$ cat src/rtl/lcd_seq_pkg.sv
package lcd_seq_pkg;

  // longest string that fits one display line
  localparam int MaxChars = 16;

  // instruction code that blanks the display
  localparam logic [7:0] ClearCode = 8'h01;

  typedef enum logic [1:0] {
    ST_CLEAR,
    ST_IDLE,
    ST_SEND,
    ST_DONE
  } seqState_t;

  // control -> datapath strobes
  typedef struct packed {
    logic clearLoad;
    logic charLoad;
  } seqStrobe_t;

endpackage

$ cat src/rtl/lcd_seq_rom.sv
module lcd_seq_rom
  import lcd_seq_pkg::*;
#(
  parameter int NameLen = 11,
  parameter logic [8*MaxChars-1:0] NameText = "PIXEL ROBOT",
  localparam int IdxW = $clog2(NameLen + 1)
) (
  input  logic [IdxW-1:0] idx,
  output logic [7:0]      charOut
);

  logic [7:0] romTable [NameLen];

  // index 0 is the leftmost character of the literal
  for (genvar g = 0; g < NameLen; g++) begin : g_rom
    assign romTable[g] = NameText[(NameLen-1-g)*8 +: 8];
  end

  always_comb begin
    charOut = 8'h20;
    for (int i = 0; i < NameLen; i++) begin
      if (idx == IdxW'(i)) charOut = romTable[i];
    end
  end

endmodule

$ cat src/rtl/lcd_seq_ctrl.sv
module lcd_seq_ctrl
  import lcd_seq_pkg::*;
(
  input  logic       clk,
  input  logic       rst,
  input  logic       goIn,
  input  logic       ready,
  input  logic       reqBusy,
  input  logic       lastIdx,
  output seqStrobe_t strobe,
  output logic       done
);

  seqState_t state, stateNext;
  logic goPrev;
  logic goPending;
  logic goRise;
  logic canIssue;
  logic startNow;

  assign goRise   = goIn & ~goPrev;
  assign canIssue = ready & ~reqBusy;
  assign startNow = goRise | goPending;

  always_comb begin
    stateNext = state;
    strobe    = '0;
    unique case (state)
      ST_CLEAR: begin
        if (canIssue) begin
          strobe.clearLoad = 1'b1;
          stateNext        = ST_IDLE;
        end
      end
      ST_IDLE: begin
        if (startNow) stateNext = ST_SEND;
      end
      ST_SEND: begin
        if (canIssue) begin
          strobe.charLoad = 1'b1;
          if (lastIdx) stateNext = ST_DONE;
        end
      end
      ST_DONE: stateNext = ST_DONE;
      default: stateNext = ST_DONE;
    endcase
  end

  always_ff @(posedge clk) begin
    if (rst) begin
      state     <= ST_CLEAR;
      goPrev    <= 1'b0;
      goPending <= 1'b0;
    end else begin
      state  <= stateNext;
      goPrev <= goIn;
      if (state == ST_CLEAR && goRise) goPending <= 1'b1;
      else if (state == ST_IDLE)       goPending <= 1'b0;
    end
  end

  assign done = (state == ST_DONE);

  p_done_sticky_r7: assert property (@(posedge clk) disable iff (rst)
    done |=> done);

  p_pending_early_r10: assert property (@(posedge clk) disable iff (rst)
    goPending |-> (state == ST_CLEAR || state == ST_IDLE));

endmodule

$ cat src/rtl/lcd_seq_datapath.sv
module lcd_seq_datapath
  import lcd_seq_pkg::*;
#(
  parameter int NameLen = 11,
  parameter logic [8*MaxChars-1:0] NameText = "PIXEL ROBOT",
  localparam int IdxW = $clog2(NameLen + 1)
) (
  input  logic       clk,
  input  logic       rst,
  input  logic       ready,
  input  seqStrobe_t strobe,
  output logic       lastIdx,
  output logic       reqValid,
  output logic       reqIsChar,
  output logic [7:0] reqData
);

  logic [IdxW-1:0] idx;
  logic [7:0]      romChar;

  lcd_seq_rom #(
    .NameLen (NameLen),
    .NameText(NameText)
  ) u_rom (
    .idx    (idx),
    .charOut(romChar)
  );

  assign lastIdx = (idx == IdxW'(NameLen - 1));

  always_ff @(posedge clk) begin
    if (rst) begin
      idx       <= '0;
      reqValid  <= 1'b0;
      reqIsChar <= 1'b0;
      reqData   <= '0;
    end else begin
      reqValid <= strobe.clearLoad | strobe.charLoad;
      if (strobe.clearLoad) begin
        reqIsChar <= 1'b0;
        reqData   <= ClearCode;
      end else if (strobe.charLoad) begin
        reqIsChar <= 1'b1;
        reqData   <= romChar;
        idx       <= idx + 1'b1;
      end
    end
  end

  p_single_cycle_r4: assert property (@(posedge clk) disable iff (rst)
    reqValid |=> !reqValid);

  p_issue_on_ready_r3: assert property (@(posedge clk) disable iff (rst)
    reqValid |-> $past(ready));

  p_idx_range_r6: assert property (@(posedge clk) disable iff (rst)
    idx <= IdxW'(NameLen));

  p_clear_code_r2: assert property (@(posedge clk) disable iff (rst)
    (reqValid && !reqIsChar) |-> (reqData == ClearCode));

endmodule

$ cat src/rtl/lcd_name_seq.sv
module lcd_name_seq
  import lcd_seq_pkg::*;
#(
  parameter int NameLen = 11,
  parameter logic [8*MaxChars-1:0] NameText = "PIXEL ROBOT"
) (
  input  logic       clk,
  input  logic       rst,
  input  logic       goIn,
  input  logic       ready,
  output logic       reqValid,
  output logic       reqIsChar,
  output logic [7:0] reqData,
  output logic       done
);

  seqStrobe_t strobe;
  logic       lastIdx;

  lcd_seq_ctrl u_ctrl (
    .clk    (clk),
    .rst    (rst),
    .goIn   (goIn),
    .ready  (ready),
    .reqBusy(reqValid),
    .lastIdx(lastIdx),
    .strobe (strobe),
    .done   (done)
  );

  lcd_seq_datapath #(
    .NameLen (NameLen),
    .NameText(NameText)
  ) u_dp (
    .clk      (clk),
    .rst      (rst),
    .ready    (ready),
    .strobe   (strobe),
    .lastIdx  (lastIdx),
    .reqValid (reqValid),
    .reqIsChar(reqIsChar),
    .reqData  (reqData)
  );

  p_quiet_after_done_r8: assert property (@(posedge clk) disable iff (rst)
    (done && $past(done)) |-> !reqValid);

  initial begin
    p_len_ok_r6: assert (NameLen >= 1 && NameLen <= MaxChars);
  end

endmodule

$ cat config.mk
export PLATFORM = sky130hd
export DESIGN_NAME = lcd_name_seq
export DESIGN_NICKNAME = d
export VERILOG_FILES = /design/src/rtl/lcd_seq_pkg.sv /design/src/rtl/lcd_seq_rom.sv /design/src/rtl/lcd_seq_ctrl.sv /design/src/rtl/lcd_seq_datapath.sv /design/src/rtl/lcd_name_seq.sv
export SDC_FILE = /design/constraint.sdc
export NUM_CORES = 1
export LEC_CHECK = 0
export ABC_CLOCK_PERIOD_IN_PS = 2100
export BUFFER_PORTS_ARGS = -buffer_cell sky130_fd_sc_hd__buf_4
export CAP_MARGIN = 20
export CORE_UTILIZATION = 40
export CTS_CLUSTER_SIZE = 25
export DETAILED_ROUTE_END_ITERATION = 10
export GPL_TIMING_DRIVEN = 0
export SETUP_SLACK_MARGIN = 0.2
export SKIP_LAST_GASP = 1
export SYNTH_ARGS = -nofsm -noshare
export SYNTH_HDL_FRONTEND = slang
export SYNTH_HIERARCHICAL = 1
export SYNTH_SLANG_ARGS = --single-unit
$ cat constraint.sdc
create_clock -name clk -period 2.1 [get_ports clk]
set_clock_uncertainty 0.05 [all_clocks]
set_input_delay 0.105 -clock clk [delete_from_list [all_inputs] [get_ports clk]]
set_output_delay 0.105 -clock clk [all_outputs]
set_load 0.05 [all_outputs]
Word-level counts from Yosys, hierarchy flattened
Index checks and enable logic that the tools add are counted.

Output and inout port bits: 11. Word-level logic and storage cells: 64. Bits in registers: 18.

Eq/ne operators: 17. Multiplexer cells: 23. Add/subtract/negate cells: 1. Bitwise operators: 7. Reduce and logical (&&, ||, !) cells: 8.

Operator list (number): 8-bit 2-to-1 mux (10); 4-bit by 3-bit == test with 1-bit output (second input constant) (4); 4-bit == test (second input constant) (3); 4-bit by 2-bit == test with 1-bit output (second input constant) (2); 2-bit 2-to-1 mux (4); 2-bit case mux with 4 select lines (1); 1-bit 2-to-1 mux (7); 7-bit 2-to-1 mux (1); 2-bit by 1-bit != test with 1-bit output (second input constant) (3); 4-bit by 1-bit adder with 4-bit output (second input constant) (1); 2-bit == test (second input constant) (2); 4-bit by 1-bit == test with 1-bit output (second input constant) (1); 4-bit zero test (1); 4-bit AND reduction (1); 2-bit nonzero test (2); 1-bit NOT (3); 1-bit bitwise AND (2); 2-bit by 1-bit == test with 1-bit output (second input constant) (1); 2-bit zero test (1); 2-bit != test (second input constant) (1); 1-bit bitwise OR (2); 2-bit AND reduction (1); 2-bit OR reduction (1); 1-bit logical AND (1).

Longest topological paths before layout
Gate-level depths: netlist of run 1.

Word-level depth: 14. Gate-level depth with buffers: 6.

By module
Netlist of run 1, hierarchy kept.

Modules (own cells, without submodules): lcd_seq_datapath (sequential area each 280.3 sq um, instances 1, area each 546.8 sq um, cells each 54); lcd_seq_rom (sequential area each 0.0 sq um, instances 1, area each 183.9 sq um, cells each 25); lcd_seq_ctrl (sequential area each 80.1 sq um, instances 1, area each 172.7 sq um, cells each 18).

Worst setup path before layout of run 1
OpenSTA, ideal clock, no wires.

Path type: register to register. From: reg u_dp.reqValid. To: reg u_dp.idx[3]. Setup time: 123 ps. Setup slack: 207 ps. Path buffers: 0. Arrival: 1720 ps. Stages on the path, launching flop included: 5. Period minus slack after synthesis: 1893 ps. Cells stage by stage: dfxtp_1 nor4b_1 nor2b_4 nand4_1 mux2_1.

RTL lines: from (decl) (RTL line lcd_seq_datapath.sv:13) `output logic reqValid,`; from (signal assigned) (RTL line lcd_seq_datapath.sv:38) `reqValid <= strobe.clearLoad | strobe.charLoad;`; to (signal assigned) (RTL line lcd_seq_datapath.sv:45) `idx <= idx + 1'b1;`; to (decl) (RTL line lcd_seq_datapath.sv:18) `logic [IdxW-1:0] idx;`.

==> results.cfg, run 1 <==
[timing]
achievable-frequency_mhz = 578
post-route-min-period_ns = 1.73
setup_viol = 0
timing_worst_slew_pin_value_ns = 0.560
slew_viol_final = 0
maxSlewHeadroom = 0.625
hold_violations_final = 0
grt_setup_unrepaired = no
totalNegativeSetupSlack_ns = 0
worst_hold_slack_ns = 0.160
period_share = 0.824

[floorplanning]
ioPinCount = 15
initial_core_util = 0.442
floorplan.core_area_mm2 = 0.00204
placement_rows = 16
dieWidth_um = 49.5
die_area_mm2 = 0.00245
dieHeight_um = 49.5

[hold_path]
hold_wc_startpoint = ready
timing.hold.worst.class = in -> reg

[synth]
yosysWarningCount = 6
synth_top_family_by_area = simple AND/OR/NAND/NOR gates
yosysTopAreaCellShare = 0.399
synth.area.mux_share = 0.107
post_synthesis_compound_gate_area_fraction = 0.109
ys_seq_area_frac = 0.399
post_synth_xor_area_fraction = 0.0291
async_reset_ff_frac = 0
synth_fa_ha_area_frac = 0.0388
syn_area_per_cell_um2 = 9.31
synth-edff-count = 0
synthesis.area_um2 = 903
postSynth.topFlopCell = sky130_fd_sc_hd__dfxtp_1
syn-num-nets = 103
post_synth_and_or_nand_nor_area_fraction = 0.237
synth_seq_cells = 18
yosys_top_cell_by_area = sky130_fd_sc_hd__dfxtp_1
post_synth_num_cell_types = 38
netlist_instances = 97
netlist_top_cells_area = sky130_fd_sc_hd__dfxtp_1 40%, sky130_fd_sc_hd__nor2_1 7.9%, sky130_fd_sc_hd__mux2i_1 7.8%, sky130_fd_sc_hd__ha_1 2.8%, sky130_fd_sc_hd__nor2b_1 2.8%

[grt]
grt_max_degree = 13
initial_antenna_violation_count = 0
first_pass_grt_wire_length_mm = 2.89
track_usage = 0.152
gr_overflow_total = 0
grt_pass1_vias = 681

[clocking]
clock_latency_on_the_worst_skew_pair_ns = 0.30
cts_tree = done
cts_buffers = 3
cts_setup_buffers = 0
worst_setup_hold_path_clk_slew_ns = 0.11
cts.sink_count = 18
cts-root-to-sink-buffers = 2
cts-htree-levels = 1
cts.root.buffer_cell = sky130_fd_sc_hd__clkbuf_4

[finish]
area_grow_syn2layout_pct = 25.1
fin_nets = 125
antenna_cells_inserted = 0
most_frequent_standard_cell_in_the_layout_excluding_fill_and_tap_cells = sky130_fd_sc_hd__nor2_1
layout_common_cells = 19 x sky130_fd_sc_hd__nor2_1, 18 x sky130_fd_sc_hd__dfxtp_1, 17 x sky130_fd_sc_hd__buf_4
post_route_cells_drive_above_1_share = 0.280

[detailed_routing]
dr_total_vias = 695
wl_met2_um = 733
met1_wire_length_um = 821
met3_routed_wl_um = 54
drt-total-wl_mm = 1.64
postRouteAntennaNets = 0
detailed_route_iter0_violations = 8
drtPass1Iterations = 4
post_drt_via_cell_ratio = 4.79
drcViolationCount = 0
detail_route.wl_per_cell_um = 11.3
highest_layer = met4

[setup_path]
critical_path.slowest_cell = sky130_fd_sc_hd__dfxtp_1
critPathBufInv = 1
slowest_delay_ns = 0.42
required_time_of_the_critical_path_ns = 2.25
worstReg2RegStart = u_ctrl/state[1]
critical_path.max_fanout = 5
cp_cell_sequence = inv_2 > nor4b_4 > nor2b_4 > nand4_1 > mux2_1
critPathTopFamily = simple AND/OR/NAND/NOR gates
timing.critical_path.from_type = flip-flop
end_kind = flip-flop
worst-endpoint-arrival_ns = 1.88
critical_path_class = reg -> reg
timing.critical_path.from = u_ctrl/state[1]
reg2reg_setup_slack_ns = 0.37

[power_and_ir_drop]
share_clk_of_total_power = 0.310
areal_power_density_over_the_cells_mw_per_mm2 = 625
ir_drop_uv = 383
share_comb_of_total_power = 0.161
total_switching_power_mw = 0.196
power_frac_seq = 0.529
p_int_mw = 0.510
leakagePower_nw = 0.496
p_sw_frac = 0.278

[placement]
routability_congestion_estimate_from_global_placement = 0.704
port_buffers = 14
dp_hpwl_mm = 1.14

[run]
maxCapViolations = 0

[outcome]
outcome = complete, no violations
## state kept, by name, indices dropped and copies added (netlist names)
name / cells
u_ctrl/goPending: 1
u_dp/idx: 4
u_dp/reqData: 8
u_ctrl/goPrev: 1
u_dp/reqValid: 1
u_ctrl/state: 2
u_dp/reqIsChar: 1
## per-layer routing
layer  global-route usage  vias to the layer above
met4               0.0714                        0
met3               0.0309                        2
met1                0.181                      317
li1                     -                      365
met2                0.259                       11
met5                    0                        -
## worst paths after layout
kind / endpoint / depth (start not counted)
max: u_dp/idx[3] / 5
min: u_ctrl/state[0] / 3
max reg2reg: u_dp/idx[3] / 5
min reg2reg: u_dp/reqIsChar / 2
## repair_timing
item	CTS	global route
hold endpoints to repair	7	0
gates resized for setup	2	1
hold buffers	3	0
setup endpoints to repair	9	1
## power by group through the flow
stage          Sequential, mW  Combinational (mW)  Clock, mW
5_1_grt                 0.377               0.122      0.236
3_3_place_gp            0.378               0.104          0
6_report                0.374               0.114      0.219
3_5_place_dp            0.378               0.106          0
2_1_floorplan           0.398              0.0559          0
4_1_cts                 0.372               0.113      0.230
## cell families after synthesis
kind of cell / after synthesis
AOI/OAI and AO/OA: 12
xor gates and xnor gates: 3
adders and majority gates: 3
buffers and inverters: 13
DFF: 18
muxes: 9
other: 1
and+or+nand+nor: 38
## cells in the mapped netlist (2+ instances only)
| cell type | n |
|---|---|
| sky130_fd_sc_hd__a211oi_1 | 3 |
| sky130_fd_sc_hd__a21oi_1 | 2 |
| sky130_fd_sc_hd__and3b_2 | 2 |
| sky130_fd_sc_hd__buf_4 | 3 |
| sky130_fd_sc_hd__dfxtp_1 | 18 |
| sky130_fd_sc_hd__ha_1 | 2 |
| sky130_fd_sc_hd__inv_1 | 5 |
| sky130_fd_sc_hd__inv_2 | 2 |
| sky130_fd_sc_hd__mux2i_1 | 7 |
| sky130_fd_sc_hd__nor2_1 | 19 |
| sky130_fd_sc_hd__nor2b_1 | 4 |
| sky130_fd_sc_hd__nor4b_1 | 2 |
| sky130_fd_sc_hd__o21ai_1 | 2 |
| sky130_fd_sc_hd__xnor2_1 | 2 |
## layout make-up
| class | instances | area, um^2 |
|---|---|---|
| Fill cell | 212 | 912 |
| Multi-Input combinational cell | 66 | 495 |
| Sequential cell | 18 | 360 |
| Timing Repair Buffer | 17 | 135 |
| Buffer | 6 | 42.5 |
| Clock buffer | 4 | 36.3 |
| Tap cell | 27 | 33.8 |
| Inverter | 7 | 26.3 |
## worst min-delay path, cell delays in order
cell	delay, ns
sky130_fd_sc_hd__buf_4	0.09
sky130_fd_sc_hd__o211a_1	0.13
sky130_fd_sc_hd__o221a_1	0.16
## through the flow
| stage | total power, mW | setup slack, ns | util | cells | cell area (um^2) |
|---|---|---|---|---|---|
| finish | 0.707 | 0.369 | 0.553 | 145 | 1130 |
| global route | 0.735 | 0.230 | 0.553 | 145 | 1130 |
| CTS | 0.715 | 0.274 | 0.549 | 145 | 1120 |
| detailed placement | 0.484 | 0.0900 | 0.510 | 138 | 1040 |
| global placement | 0.482 | 0.154 | 0.510 | 138 | 1040 |
| floorplan | 0.454 | 0.207 | - | 97 | 903 |
(Power assumes the default switching activity.)
==> inputs of run 2 (changes only) <==
--- a/config.mk
+++ b/config.mk
@@ -5,7 +5,7 @@
 export SDC_FILE = /design/constraint.sdc
 export NUM_CORES = 1
 export LEC_CHECK = 0
-export ABC_CLOCK_PERIOD_IN_PS = 2100
+export ABC_CLOCK_PERIOD_IN_PS = 1800
 export BUFFER_PORTS_ARGS = -buffer_cell sky130_fd_sc_hd__buf_4
 export CAP_MARGIN = 20
 export CORE_UTILIZATION = 40
==> constraint.sdc (replaced) <==
create_clock -name clk -period 1.8 [get_ports clk]
set_clock_uncertainty 0.05 [all_clocks]
set_input_delay 0.09 -clock clk [delete_from_list [all_inputs] [get_ports clk]]
set_output_delay 0.09 -clock clk [all_outputs]
set_load 0.05 [all_outputs]
==> results.cfg, run 2 (synthesis gave the netlist of run 1 again) <==
[placement]
dpl-instance-area_mm2 = 0.00107
routability_congestion_estimate_from_global_placement = 0.742
dp_hpwl_mm = 1.13
dpl.cell_count = 138
port_buffers = 14

[floorplanning]
initial_core_util = 0.442
die_area_mm2 = 0.00245
dieWidth_um = 49.5
floorplan.core_area_mm2 = 0.00204
placement_rows = 16
ioPinCount = 15
dieHeight_um = 49.5

[finish]
largest_reg_flops = 8
fin_nets = 127
layout_common_cells = 20 x sky130_fd_sc_hd__buf_4, 19 x sky130_fd_sc_hd__nor2_1, 15 x sky130_fd_sc_hd__dfxtp_1
reg_top3 = u_dp/reqData (8), u_dp/idx (4), u_ctrl/state (2)
post_route_cells_drive_above_1_share = 0.342
most_frequent_standard_cell_in_the_layout_excluding_fill_and_tap_cells = sky130_fd_sc_hd__buf_4
regMostFlops = u_dp/reqData
antenna_cells_inserted = 0
area_grow_syn2layout_pct = 28.9
multiInputGateArea_um2 = 508
fillerInstances = 198
area.sequential_um2 = 367
layout.cell_area.non_filler_mm2 = 0.00116
finish.cell_count_without_fillers = 147

[clocking]
cts_buffers = 3
cts.sink_count = 18
worst_setup_hold_path_clk_slew_ns = 0.10
cts-root-to-sink-buffers = 2
cts_tree = done
cts.root.buffer_cell = sky130_fd_sc_hd__clkbuf_4
cts-htree-levels = 1
clock_latency_on_the_worst_skew_pair_ns = 0.29

[detailed_routing]
drt-total-wl_mm = 1.57
postRouteAntennaNets = 0
drtPass1Iterations = 4
dr_total_vias = 684
post_drt_via_cell_ratio = 4.65
detailed_route_iter0_violations = 7
detail_route.wl_per_cell_um = 10.7
drcViolationCount = 0

[setup_path]
critical_path_class = reg -> reg
worst-r2r-cell-count = 5
slowest_delay_ns = 0.39
timing.critical_path.from_type = flip-flop
end_kind = flip-flop
critical_path.slowest_cell = sky130_fd_sc_hd__dfxtp_4
critical_path.max_fanout = 4
cp_num_cells = 5
critPathBufInv = 1
worstReg2RegStart = u_ctrl/state[1]
critPathTopFamily = simple AND/OR/NAND/NOR gates
cp_cell_sequence = inv_4 > nor4b_4 > nor2b_4 > nand4_1 > mux2_4
cp-endpoint = u_dp/idx[3]
worst-endpoint-arrival_ns = 1.75
reg2reg_setup_slack_ns = 0.19
required_time_of_the_critical_path_ns = 1.94
crit-reg2reg-capture = u_dp/idx[3]
timing.critical_path.from = u_ctrl/state[1]

[power_and_ir_drop]
p_int_mw = 0.602
leakagePower_nw = 0.518
share_comb_of_total_power = 0.170
power_frac_seq = 0.533
areal_power_density_over_the_cells_mw_per_mm2 = 709
ir_drop_uv = 647
share_clk_of_total_power = 0.297
p_sw_frac = 0.270
total_switching_power_mw = 0.223

[hold_path]
timing.hold.worst.class = in -> reg

[run]
maxCapViolations = 0

[grt]
gr_overflow_total = 0
first_pass_grt_wire_length_mm = 2.76
grt_max_degree = 13
use_met2 = 0.203
grt_busiest_layer = met1
gr-usage-met1 = 0.209
track_usage = 0.149
initial_antenna_violation_count = 0
grt_pass1_vias = 610
grtUsageMet3 = 0.0648

[timing]
period_share = 0.894
post-route-min-period_ns = 1.61
setup_viol = 0
slew_viol_final = 0
worst_hold_slack_ns = 0.156
hold_violations_final = 0
totalNegativeSetupSlack_ns = 0
grt_setup_unrepaired = yes
achievable-frequency_mhz = 621

[outcome]
outcome = complete, no violations
[run 2: cell type report]
class | instances | share of cell area
Multi-Input combinational cell | 66 | 0.436
Sequential cell | 18 | 0.315
Timing Repair Buffer | 19 | 0.127
Buffer | 6 | 0.0376
Clock buffer | 4 | 0.0311
Tap cell | 27 | 0.0290
Inverter | 7 | 0.0247
[run 2: metal layers]
layer / wire (um) / up-vias
li1: - / 367
met5: 0 / -
met4: 15 / 0
met3: 92 / 2
met2: 663 / 13
met1: 802 / 302
[run 2: repair_timing]
action	4_1_cts	5_1_grt
hold buffers	2	0
pin swaps	1	1
resized for setup	1	5
setup buffers	1	2
endpoints found under the hold margin	6	0
endpoints found under the setup margin	9	10
[run 2: worst min path at each step]
stage	from	to	slack, ns	cells past startpoint
finish	ready	u_ctrl/state[0]	0.16	3
global route	ready	u_dp/reqValid	0.15	4
floorplan	rst	u_ctrl/state[1]	0.10	1
global placement	goIn	u_ctrl/goPrev	0.27	2
CTS	ready	u_dp/reqValid	0.15	4
detailed placement	goIn	u_ctrl/goPrev	0.27	2
[run 2: power groups by stage]
stage / Combinational (mW) / Sequential [mW] / Clock, mW
after floorplan: 0.0723 / 0.471 / 0
after detailed placement: 0.131 / 0.448 / 0
after CTS: 0.136 / 0.440 / 0.255
final: 0.141 / 0.440 / 0.245
after global routing: 0.153 / 0.443 / 0.272
after global placement: 0.129 / 0.448 / 0
[run 2: worst min-delay path, cell delays in order]
cell and delay (ns):
sky130_fd_sc_hd__buf_4 0.09, sky130_fd_sc_hd__o211a_1 0.13, sky130_fd_sc_hd__o221a_1 0.16
[run 2: through the flow]
step	setup WS, ns	power (mW)	util
after detailed placement	0.0905	0.579	0.526
after global placement	0.131	0.577	0.526
after global routing	0.114	0.869	0.570
after CTS	0.176	0.830	0.558
final	0.191	0.825	0.570
after floorplan	0.257	0.543	-
